--- config.mk ---
export PLATFORM = sky130hd
export DESIGN_NAME = rs_conv_pe
export DESIGN_NICKNAME = d
export VERILOG_FILES = /design/src/rtl/rs_pe_pkg.sv /design/src/rtl/rs_pe_spad.sv /design/src/rtl/rs_pe_mac.sv /design/src/rtl/rs_conv_pe.sv
export SDC_FILE = /design/constraint.sdc
export NUM_CORES = 1
export LEC_CHECK = 0
export BUFFER_PORTS_ARGS = -buffer_cell sky130_fd_sc_hd__buf_2
export CORE_UTILIZATION = 50
export CTS_CLUSTER_DIAMETER = 50
export DETAILED_ROUTE_END_ITERATION = 6
export GPL_ROUTABILITY_DRIVEN = 0
export PLACE_DENSITY_LB_ADDON = 0.08
export RECOVER_POWER = 25
export SYNTH_ARGS = -nofsm -noshare
export SYNTH_HDL_FRONTEND = slang
export SYNTH_SLANG_ARGS = --single-unit
--- constraint.sdc ---
create_clock -name clk -period 12.15 [get_ports clk]
set_input_delay 0.6075 -clock clk [delete_from_list [all_inputs] [get_ports clk]]
set_output_delay 0.6075 -clock clk [all_outputs]
set_load 0.005 [all_outputs]
--- src/rtl/rs_pe_pkg.sv ---
package rs_pe_pkg;

    typedef enum logic [2:0] {
        ST_IDLE  = 3'd0,
        ST_LOAD  = 3'd1,
        ST_FILL  = 3'd2,
        ST_MAC   = 3'd3,
        ST_DRAIN = 3'd4,
        ST_COMB  = 3'd5,
        ST_EMIT  = 3'd6,
        ST_SLIDE = 3'd7
    } pe_state_t;

endpackage

--- src/rtl/rs_pe_spad.sv ---
module rs_pe_spad #(
    parameter int DEPTH = 8,
    parameter int W     = 16
) (
    input  logic                     clk,
    input  logic                     rst_n,
    input  logic                     we,
    input  logic [$clog2(DEPTH)-1:0] waddr,
    input  logic [W-1:0]             wdata,
    input  logic [$clog2(DEPTH)-1:0] raddr,
    output logic [W-1:0]             rdata
);
    logic [W-1:0] mem_d [DEPTH];
    logic [W-1:0] mem_q [DEPTH];

    always_comb begin
        mem_d = mem_q;
        if (we) begin
            mem_d[waddr] = wdata;
        end
    end

    always_ff @(posedge clk or negedge rst_n) begin
        if (!rst_n) begin
            for (int i = 0; i < DEPTH; i++) begin
                mem_q[i] <= '0;
            end
        end else begin
            mem_q <= mem_d;
        end
    end

    assign rdata = mem_q[raddr];
endmodule

--- src/rtl/rs_pe_mac.sv ---
module rs_pe_mac #(
    parameter int DATA_W = 16,
    parameter int ACC_W  = 36
) (
    input  logic              clk,
    input  logic              rst_n,
    input  logic              in_vld,
    input  logic              in_first,
    input  logic              in_last,
    input  logic [DATA_W-1:0] in_a,
    input  logic [DATA_W-1:0] in_b,
    output logic [ACC_W-1:0]  acc,
    output logic              done
);
    localparam int PROD_W = 2 * DATA_W;

    typedef struct packed {
        logic [PROD_W-1:0] prod;
        logic              pv;
        logic              pf;
        logic              pl;
        logic [ACC_W-1:0]  acc;
        logic              done;
    } mac_t;

    mac_t q, d;
    logic signed [PROD_W-1:0] prod_w;
    logic [ACC_W-1:0]         prod_ext;

    assign prod_w   = $signed(in_a) * $signed(in_b);
    assign prod_ext = {{(ACC_W-PROD_W){q.prod[PROD_W-1]}}, q.prod};

    always_comb begin
        d      = q;
        // stage 1: multiply
        d.prod = prod_w;
        d.pv   = in_vld;
        d.pf   = in_first;
        d.pl   = in_last;
        if (in_vld && in_first) begin
            d.done = 1'b0;
        end
        // stage 2: accumulate
        if (q.pv) begin
            d.acc = q.pf ? prod_ext : q.acc + prod_ext;
            if (q.pl) begin
                d.done = 1'b1;
            end
        end
    end

    always_ff @(posedge clk or negedge rst_n) begin
        if (!rst_n) begin
            q <= '0;
        end else begin
            q <= d;
        end
    end

    assign acc  = q.acc;
    assign done = q.done;
endmodule

--- src/rtl/rs_conv_pe.sv ---
module rs_conv_pe
    import rs_pe_pkg::*;
#(
    parameter int DATA_W  = 16,
    parameter int MAX_LEN = 8,
    parameter int OUT_W   = 8
) (
    input  logic                             clk,
    input  logic                             rst_n,
    input  logic [$clog2(MAX_LEN+1)-1:0]     cfg_len,
    input  logic [OUT_W-1:0]                 cfg_outs,
    output logic                             busy,
    input  logic                             filt_valid,
    output logic                             filt_ready,
    input  logic [DATA_W-1:0]                filt_data,
    input  logic                             ifm_valid,
    output logic                             ifm_ready,
    input  logic [DATA_W-1:0]                ifm_data,
    input  logic                             psi_valid,
    output logic                             psi_ready,
    input  logic [DATA_W-1:0]                psi_data,
    output logic                             pso_valid,
    input  logic                             pso_ready,
    output logic [DATA_W-1:0]                pso_data
);
    localparam int IDX_W = $clog2(MAX_LEN);
    localparam int LEN_W = $clog2(MAX_LEN+1);
    localparam int ACC_W = 2 * DATA_W + $clog2(MAX_LEN) + 1;

    typedef struct packed {
        pe_state_t         st;
        logic [LEN_W-1:0]  len;
        logic [OUT_W-1:0]  outs;
        logic [OUT_W-1:0]  ocnt;
        logic [IDX_W-1:0]  wcnt;
        logic [IDX_W-1:0]  head;
        logic [IDX_W-1:0]  tap;
        logic [DATA_W-1:0] res;
    } ctl_t;

    ctl_t q, d;

    logic              w_we, x_we;
    logic [IDX_W-1:0]  w_waddr, x_waddr, x_raddr;
    logic [DATA_W-1:0] w_rdata, x_rdata;
    logic [ACC_W-1:0]  acc;
    logic              acc_done;
    logic              mac_vld, mac_first, mac_last;

    logic [LEN_W-1:0]  len_eff;
    logic [OUT_W-1:0]  outs_eff;
    logic [IDX_W-1:0]  lenm1;
    logic [IDX_W:0]    rsum;
    logic [IDX_W-1:0]  head_nx;
    logic [ACC_W:0]    tot;
    logic [ACC_W-DATA_W+1:0] tot_hi;
    logic [DATA_W-1:0] clamped;

    // configuration clamp
    always_comb begin
        if (cfg_len == '0) begin
            len_eff = LEN_W'(1);
        end else if (cfg_len > LEN_W'(MAX_LEN)) begin
            len_eff = LEN_W'(MAX_LEN);
        end else begin
            len_eff = cfg_len;
        end
        outs_eff = (cfg_outs == '0) ? OUT_W'(1) : cfg_outs;
    end

    // circular window addressing
    always_comb begin
        lenm1 = IDX_W'(q.len - LEN_W'(1));
        rsum  = {1'b0, q.head} + {1'b0, q.tap};
        if (rsum >= (IDX_W+1)'(q.len)) begin
            rsum = rsum - (IDX_W+1)'(q.len);
        end
        x_raddr = rsum[IDX_W-1:0];
        head_nx = (q.head == lenm1) ? '0 : q.head + IDX_W'(1);
    end

    // partial-sum merge and clamp
    always_comb begin
        tot    = {acc[ACC_W-1], acc} + {{(ACC_W+1-DATA_W){psi_data[DATA_W-1]}}, psi_data};
        tot_hi = tot[ACC_W:DATA_W-1];
        if ((&tot_hi) || !(|tot_hi)) begin
            clamped = tot[DATA_W-1:0];
        end else if (tot[ACC_W]) begin
            clamped = {1'b1, {(DATA_W-1){1'b0}}};
        end else begin
            clamped = {1'b0, {(DATA_W-1){1'b1}}};
        end
    end

    // control
    always_comb begin
        d       = q;
        w_we    = 1'b0;
        w_waddr = q.wcnt;
        x_we    = 1'b0;
        x_waddr = q.wcnt;
        unique case (q.st)
            ST_IDLE: begin
                if (filt_valid) begin
                    w_we    = 1'b1;
                    w_waddr = '0;
                    d.len   = len_eff;
                    d.outs  = outs_eff;
                    d.ocnt  = '0;
                    d.head  = '0;
                    d.tap   = '0;
                    if (len_eff == LEN_W'(1)) begin
                        d.wcnt = '0;
                        d.st   = ST_FILL;
                    end else begin
                        d.wcnt = IDX_W'(1);
                        d.st   = ST_LOAD;
                    end
                end
            end
            ST_LOAD: begin
                if (filt_valid) begin
                    w_we = 1'b1;
                    if (q.wcnt == lenm1) begin
                        d.wcnt = '0;
                        d.st   = ST_FILL;
                    end else begin
                        d.wcnt = q.wcnt + IDX_W'(1);
                    end
                end
            end
            ST_FILL: begin
                if (ifm_valid) begin
                    x_we = 1'b1;
                    if (q.wcnt == lenm1) begin
                        d.tap = '0;
                        d.st  = ST_MAC;
                    end else begin
                        d.wcnt = q.wcnt + IDX_W'(1);
                    end
                end
            end
            ST_MAC: begin
                if (q.tap == lenm1) begin
                    d.st = ST_DRAIN;
                end else begin
                    d.tap = q.tap + IDX_W'(1);
                end
            end
            ST_DRAIN: begin
                if (acc_done) begin
                    d.st = ST_COMB;
                end
            end
            ST_COMB: begin
                if (psi_valid) begin
                    d.res = clamped;
                    d.st  = ST_EMIT;
                end
            end
            ST_EMIT: begin
                if (pso_ready) begin
                    if (q.ocnt == q.outs - OUT_W'(1)) begin
                        d.st = ST_IDLE;
                    end else begin
                        d.ocnt = q.ocnt + OUT_W'(1);
                        d.st   = ST_SLIDE;
                    end
                end
            end
            ST_SLIDE: begin
                if (ifm_valid) begin
                    x_we    = 1'b1;
                    x_waddr = q.head;
                    d.head  = head_nx;
                    d.tap   = '0;
                    d.st    = ST_MAC;
                end
            end
            default: d.st = ST_IDLE;
        endcase
    end

    always_ff @(posedge clk or negedge rst_n) begin
        if (!rst_n) begin
            q <= '{st: ST_IDLE, len: LEN_W'(1), outs: OUT_W'(1), default: '0};
        end else begin
            q <= d;
        end
    end

    assign mac_vld   = (q.st == ST_MAC);
    assign mac_first = (q.tap == '0);
    assign mac_last  = (q.tap == lenm1);

    rs_pe_spad #(.DEPTH(MAX_LEN), .W(DATA_W)) u_wspad (
        .clk(clk), .rst_n(rst_n), .we(w_we), .waddr(w_waddr), .wdata(filt_data),
        .raddr(q.tap), .rdata(w_rdata)
    );

    rs_pe_spad #(.DEPTH(MAX_LEN), .W(DATA_W)) u_xspad (
        .clk(clk), .rst_n(rst_n), .we(x_we), .waddr(x_waddr), .wdata(ifm_data),
        .raddr(x_raddr), .rdata(x_rdata)
    );

    rs_pe_mac #(.DATA_W(DATA_W), .ACC_W(ACC_W)) u_mac (
        .clk(clk), .rst_n(rst_n), .in_vld(mac_vld), .in_first(mac_first),
        .in_last(mac_last), .in_a(w_rdata), .in_b(x_rdata), .acc(acc), .done(acc_done)
    );

    assign busy       = (q.st != ST_IDLE);
    assign filt_ready = (q.st == ST_IDLE) || (q.st == ST_LOAD);
    assign ifm_ready  = (q.st == ST_FILL) || (q.st == ST_SLIDE);
    assign psi_ready  = (q.st == ST_COMB);
    assign pso_valid  = (q.st == ST_EMIT);
    assign pso_data   = q.res;
endmodule

# After elaboration in Yosys (flattened, before gate mapping)
# Index checks and enable logic that the tools add are counted.
# totals
ff_bits	376
latch_bits	0
mem_bits_rw	0
rom_bits	0
in_bits	66
wordCells	164
mem_count	0
# classes
add_sub_neg	10
n_mul	1
div	0
magnitude_cmp	8
n_eq_ne	25
shift	0
mux	59
bitwise_logic	4
reduce_logical	27
# ops
operator	count
128-bit bitwise mux	2
16-bit 2-to-1 mux	8
16-bit binary-select mux with 3-bit select	2
16-bit demux with 3-bit select	2
3-bit 2-to-1 mux	23
36-bit by 16-bit adder with 37-bit output	1
36-bit adder	1
36-bit 2-to-1 mux	1
16-bit by 16-bit multiplier with 32-bit output	1
32-bit 2-to-1 mux	1
8-bit 2-to-1 mux	3
3-bit one-hot mux with 8 select lines	1
2-bit inequality test, second input constant	11
22-bit AND reduction	1
22-bit OR reduction	1
4-bit greater-or-equal comparator, second input constant	4
3-bit NOT with 4-bit output	4
8-bit one-hot mux with 2 select lines	1
3-bit == test, second input constant	4
3-bit one-hot mux with 4 select lines	1
10-bit AND reduction	1
3-bit by 1-bit adder with 3-bit output, second input constant	3
3-bit == test	3
3-bit one-hot mux with 3 select lines	1
other kinds (33)	53

# Depth between registers and ports, before layout
# depth
ltp_word	8
ltp_mapped	37
mapped_depth_nobuf	36

# By module
# A second synthesis with hierarchy kept.
# hier_totals
cells_unflattened	3072
area_unflattened_um2	32457.4
# modules_own_cells
module	n_inst	cells_per_inst	area_each_um2	seq_area_each_um2
rs_pe_mac	1	1589	14401.3	1801.7
rs_pe_spad	2	336	5926.9	3203.1
rs_conv_pe	1	811	6202.2	1203.7

# Least setup slack after synthesis
# No wires, ideal clock.
# synth_timing
path_kind	flip-flop to flip-flop
startpoint	register q[19] (netlist name)
endpoint	register u_mac.q (netlist bit u_mac.prod_ext[31])
setup_ns	0.080
arrival_ns	9.723
path_slack_ns	2.348
path_stages_with_launch	36
n_path_buf	2
cell_sequence	dfrtp_1 > ha_1 > fa_1 > ha_1 > nand2_1 > nand2_1 > a21o_1 > a21oi_1 > nor2_1 > a21oi_1 > clkbuf_1 > mux4_2 > mux2i_1 > clkbuf_1 > nor2_1 > fa_1 > inv_1 > fa_1 > fa_1 > fa_1 > inv_1 > fa_1 > inv_1 > fa_1 > inv_1 > ha_1 > and2_1 > a22o_1 > a311o_1 > nand2_1 > o221ai_1 > o41a_1 > a211o_1 > a31o_2 > a21oi_1 > xnor2_1
# synth_lines
item	line	rtl
start, declared	rs_conv_pe.sv:41	ctl_t q, d;
start signal, assigned	rs_conv_pe.sv:186	q <= '{st: ST_IDLE, len: LEN_W'(1), outs: OUT_W'(1), default: '0};
start signal, assigned	rs_conv_pe.sv:188	q <= d;
end signal, assigned	rs_pe_mac.sv:54	q <= '0;
end signal, assigned	rs_pe_mac.sv:56	q <= d;
end, declared	rs_pe_mac.sv:26	mac_t q, d;

==> results.toml <==
[run_status]
status = "finished with violations"
violations = "max-capacitance violations, max-slew violations"

[sta]
tightest_slew_ps = 4820
period_minus_slack_ps = 10960
whs_ps = 225
max_slew_margin_pct = -221
finClkSkew_ps = 24.1
rsz0062_at_grt = "false"
tns_ps = 0
fmax_mhz = 91.2
setup_viol = 0
slew_violations = 227
hold_viol = 0
post-route-period-util_pct = 90.2

[routing]
drt_wl_total_microns = 76400
drtIter0Drc = 1159
via_count = 22100
dr.pass1.iters = 7
vias_per_cell = 5.63
routedWlPerCell_microns = 19.4
antenna_left = 0
drc = 0

[placed_design]
placed_cells = 3841
hpwlAfterDp_microns = 57200
io_buffers = 86

[setup_path]
crit_top_cell = "fa_1"
cp-end-kind = "register"
r2r_end = "u_mac.prod_ext[31]"
rrSetupSlack_ps = 1190
reg2reg_from = "q[19]"
required_ps = 12640
critical_path_class = "reg2reg"
cp_data_arrival_time_ps = 11450
cp-start-kind = "register"
ff2ff_path_depth = 34
critPathSlowestCell = "mux2i_1"
max_stage_delay_ps = 840
critPathMaxFanout = 16

[clocking]
insertion_delay_ps = 590
cts_sinks = 376
cts_tree = "built"
clk_pin_slew_ps = 60
cts-buffers-inserted = 49
post_cts_buffers = 0
cts_hold_buf = 0
cts_max_path_buffers = 3
htreeDepth = 2
cts_resized = 0
clock-root-buffer = "clkbuf_16"

[finish]
drive_above_1_share_pct = 19.4
nets = 3554
multi_input_area_sq_um = 19900
final_cells = 3930
fillers = 5483
syn_to_final_growth_pct = 9.23
final-seq-area_sq_um = 9410

[yosys]
postSynth.asyncResetShare_pct = 100
netlist_instances = 3010
mappedNetlistArea_sq_um = 31300
synth_cell_types = 84
synth_edf_count = 0
postSynthAreaPerCell_sq_um = 10.4
synth-seq-cells = 376
syn_nets = 3509
ys.flop_type = "dfrtp_1"
yosys_warnings = 0
synth-seq-area-share_pct = 30.1

[power]
peakVddDrop_mv = 0.117
power_per_cell_area_nw_per_um2 = 82.9
p_leak_nw = 17.1

[job]
cap_viol_max_count = 3

[die]
initial_core_util_pct = 50.7
rows = 91
ios = 87
dieWidth_microns = 252
die-area_sq_um = 63600
coreArea_sq_um = 61700
die_h_microns = 252

[worst_hold_path]
hold_path.class = "in2reg"
holdPathEnd = "q[39]"
holdPathStages = 3
min_from = "cfg_outs[6]"

[global_route]
grt-ovfl-total = 0
grt_pass1_wl_microns = 126000
grt_pass1_vias = 23400
antenna_found_initial = 4
grt_max_degree = 147
gr-usage-all-layers_pct = 24.7
[power by group]
part,leakage [nW],internal [mW],switching [mW],total [mW]
clock network,0.799,0.869,0.588,1.46
registers,5.19,1.25,0.000373,1.25
logic,11.1,0.0386,0.0825,0.121
total,17.1,2.16,0.671,2.83
[layout by cell type, fill, tap and decap left out, types with 17 or more instances in the layout]
cell / n
inv_1: 377
dfrtp_1: 372
mux2_2: 280
fa_1: 266
nor2_1: 235
nand2_1: 229
ha_1: 167
a21oi_1: 159
buf_2: 85
xnor2_1: 74
o21ai_0: 71
mux4_2: 64
clkbuf_16: 49
a21o_1: 43
nor3_1: 37
mux2i_1: 36
nand3_1: 36
buf_4: 32
nand2b_1: 30
xor2_1: 29
nor2b_1: 28
and2_1: 23
and3_1: 23
a211oi_1: 22
or2_2: 20
nand4_1: 20
o21a_1: 17
nor4b_1: 17
[through the flow]
step | total power, mW | util, % | setup slack, ps | instance area, sq um
5_1_grt | 2.94 | 55.4 | 669 | 34200
3_3_place_gp | 1.40 | 52.7 | 1480 | 32500
4_1_cts | 2.87 | 55.4 | 1180 | 34200
6_report | 2.83 | 55.4 | 1190 | 34200
2_1_floorplan | 1.33 | - | 2350 | 31300
3_5_place_dp | 1.40 | 52.7 | 1230 | 32500
[final cells by class]
class	instances	area share [%]
Clock inverter	29	1.00
Timing Repair Buffer	122	2.10
Tap cell	837	3.07
Sequential cell	376	27.6
Inverter	378	4.15
Multi-Input combinational cell	2128	58.3
Clock buffer	59	3.85
Antenna cell	1	0.00732
[registers in the layout, summed over array words and instances (netlist names)]
signal,flops
u_wspad.mem_q,128
u_xspad.mem_q,128
u_mac.acc,36
q,32
u_mac.prod_ext,32
pso_data,16
u_mac.q,3
u_mac.done,1
[worst max-delay path, delay by kind of cell, from the launching register on]
family	cells	cell delay, ps
simple gates	4	550
xor+xnor	1	150
compound gates	12	3570
mux	2	1460
buf+inv	5	270
fa+ha+maj	10	4380
flops	1	460
[synth_stat cells (22+ instances only)]
library cell | instances | share of area, %
fa_1 | 266 | 17
xnor2_1 | 74 | 2.1
nand3_1 | 36 | 0.58
mux2_2 | 280 | 10
o21ai_0 | 72 | 1.2
a21o_1 | 43 | 1.0
inv_1 | 377 | 4.5
a21oi_1 | 160 | 2.6
and2_1 | 23 | 0.46
nand2_1 | 229 | 2.7
nor3_1 | 37 | 0.59
nor2_1 | 235 | 2.8
mux4_2 | 64 | 4.6
nand2b_1 | 30 | 0.60
a211oi_1 | 22 | 0.53
ha_1 | 167 | 6.7
dfrtp_1 | 374 | 30
and3_1 | 23 | 0.46
clkbuf_1 | 97 | 1.2
nor2b_1 | 28 | 0.56
mux2i_1 | 36 | 1.2
xor2_1 | 29 | 0.81
[worst max-delay path by stage]
stage / start / end / slack (ps) / cells after the start
finish: q[19] / u_mac.prod_ext[31] / 1190 / 34
global route: q[19] / u_mac.prod_ext[30] / 670 / 32
CTS: q[19] / u_mac.prod_ext[30] / 1180 / 32
detailed placement: q[19] / u_mac.prod_ext[30] / 1230 / 32
global placement: q[19] / u_mac.prod_ext[31] / 1480 / 34
floorplan: q[19] / u_mac.prod_ext[31] / 2350 / 35
[logic make-up (layout without fill, tap and decap cells)]
logic type	after synthesis	after routing	share of synthesized area [%]
compound gates	453	453	9.50
mux	386	386	16.1
other cells	0	1	0
buf+inv	506	588	6.35
fa+ha+maj	433	433	23.7
flops	376	376	30.1
simple gates	753	753	11.4
xor+xnor	103	103	2.88
[layer usage]
metal / track usage, % / share of wire (%) / up-vias
li1: - / - / 10300
met1: 32.2 / 43 / 11200
met2: 43.5 / 50 / 476
met3: 2.73 / 3.9 / 112
met4: 6.84 / 2.3 / 6
met5: 0 / 0.052 / -
(Power assumes the default switching activity.)
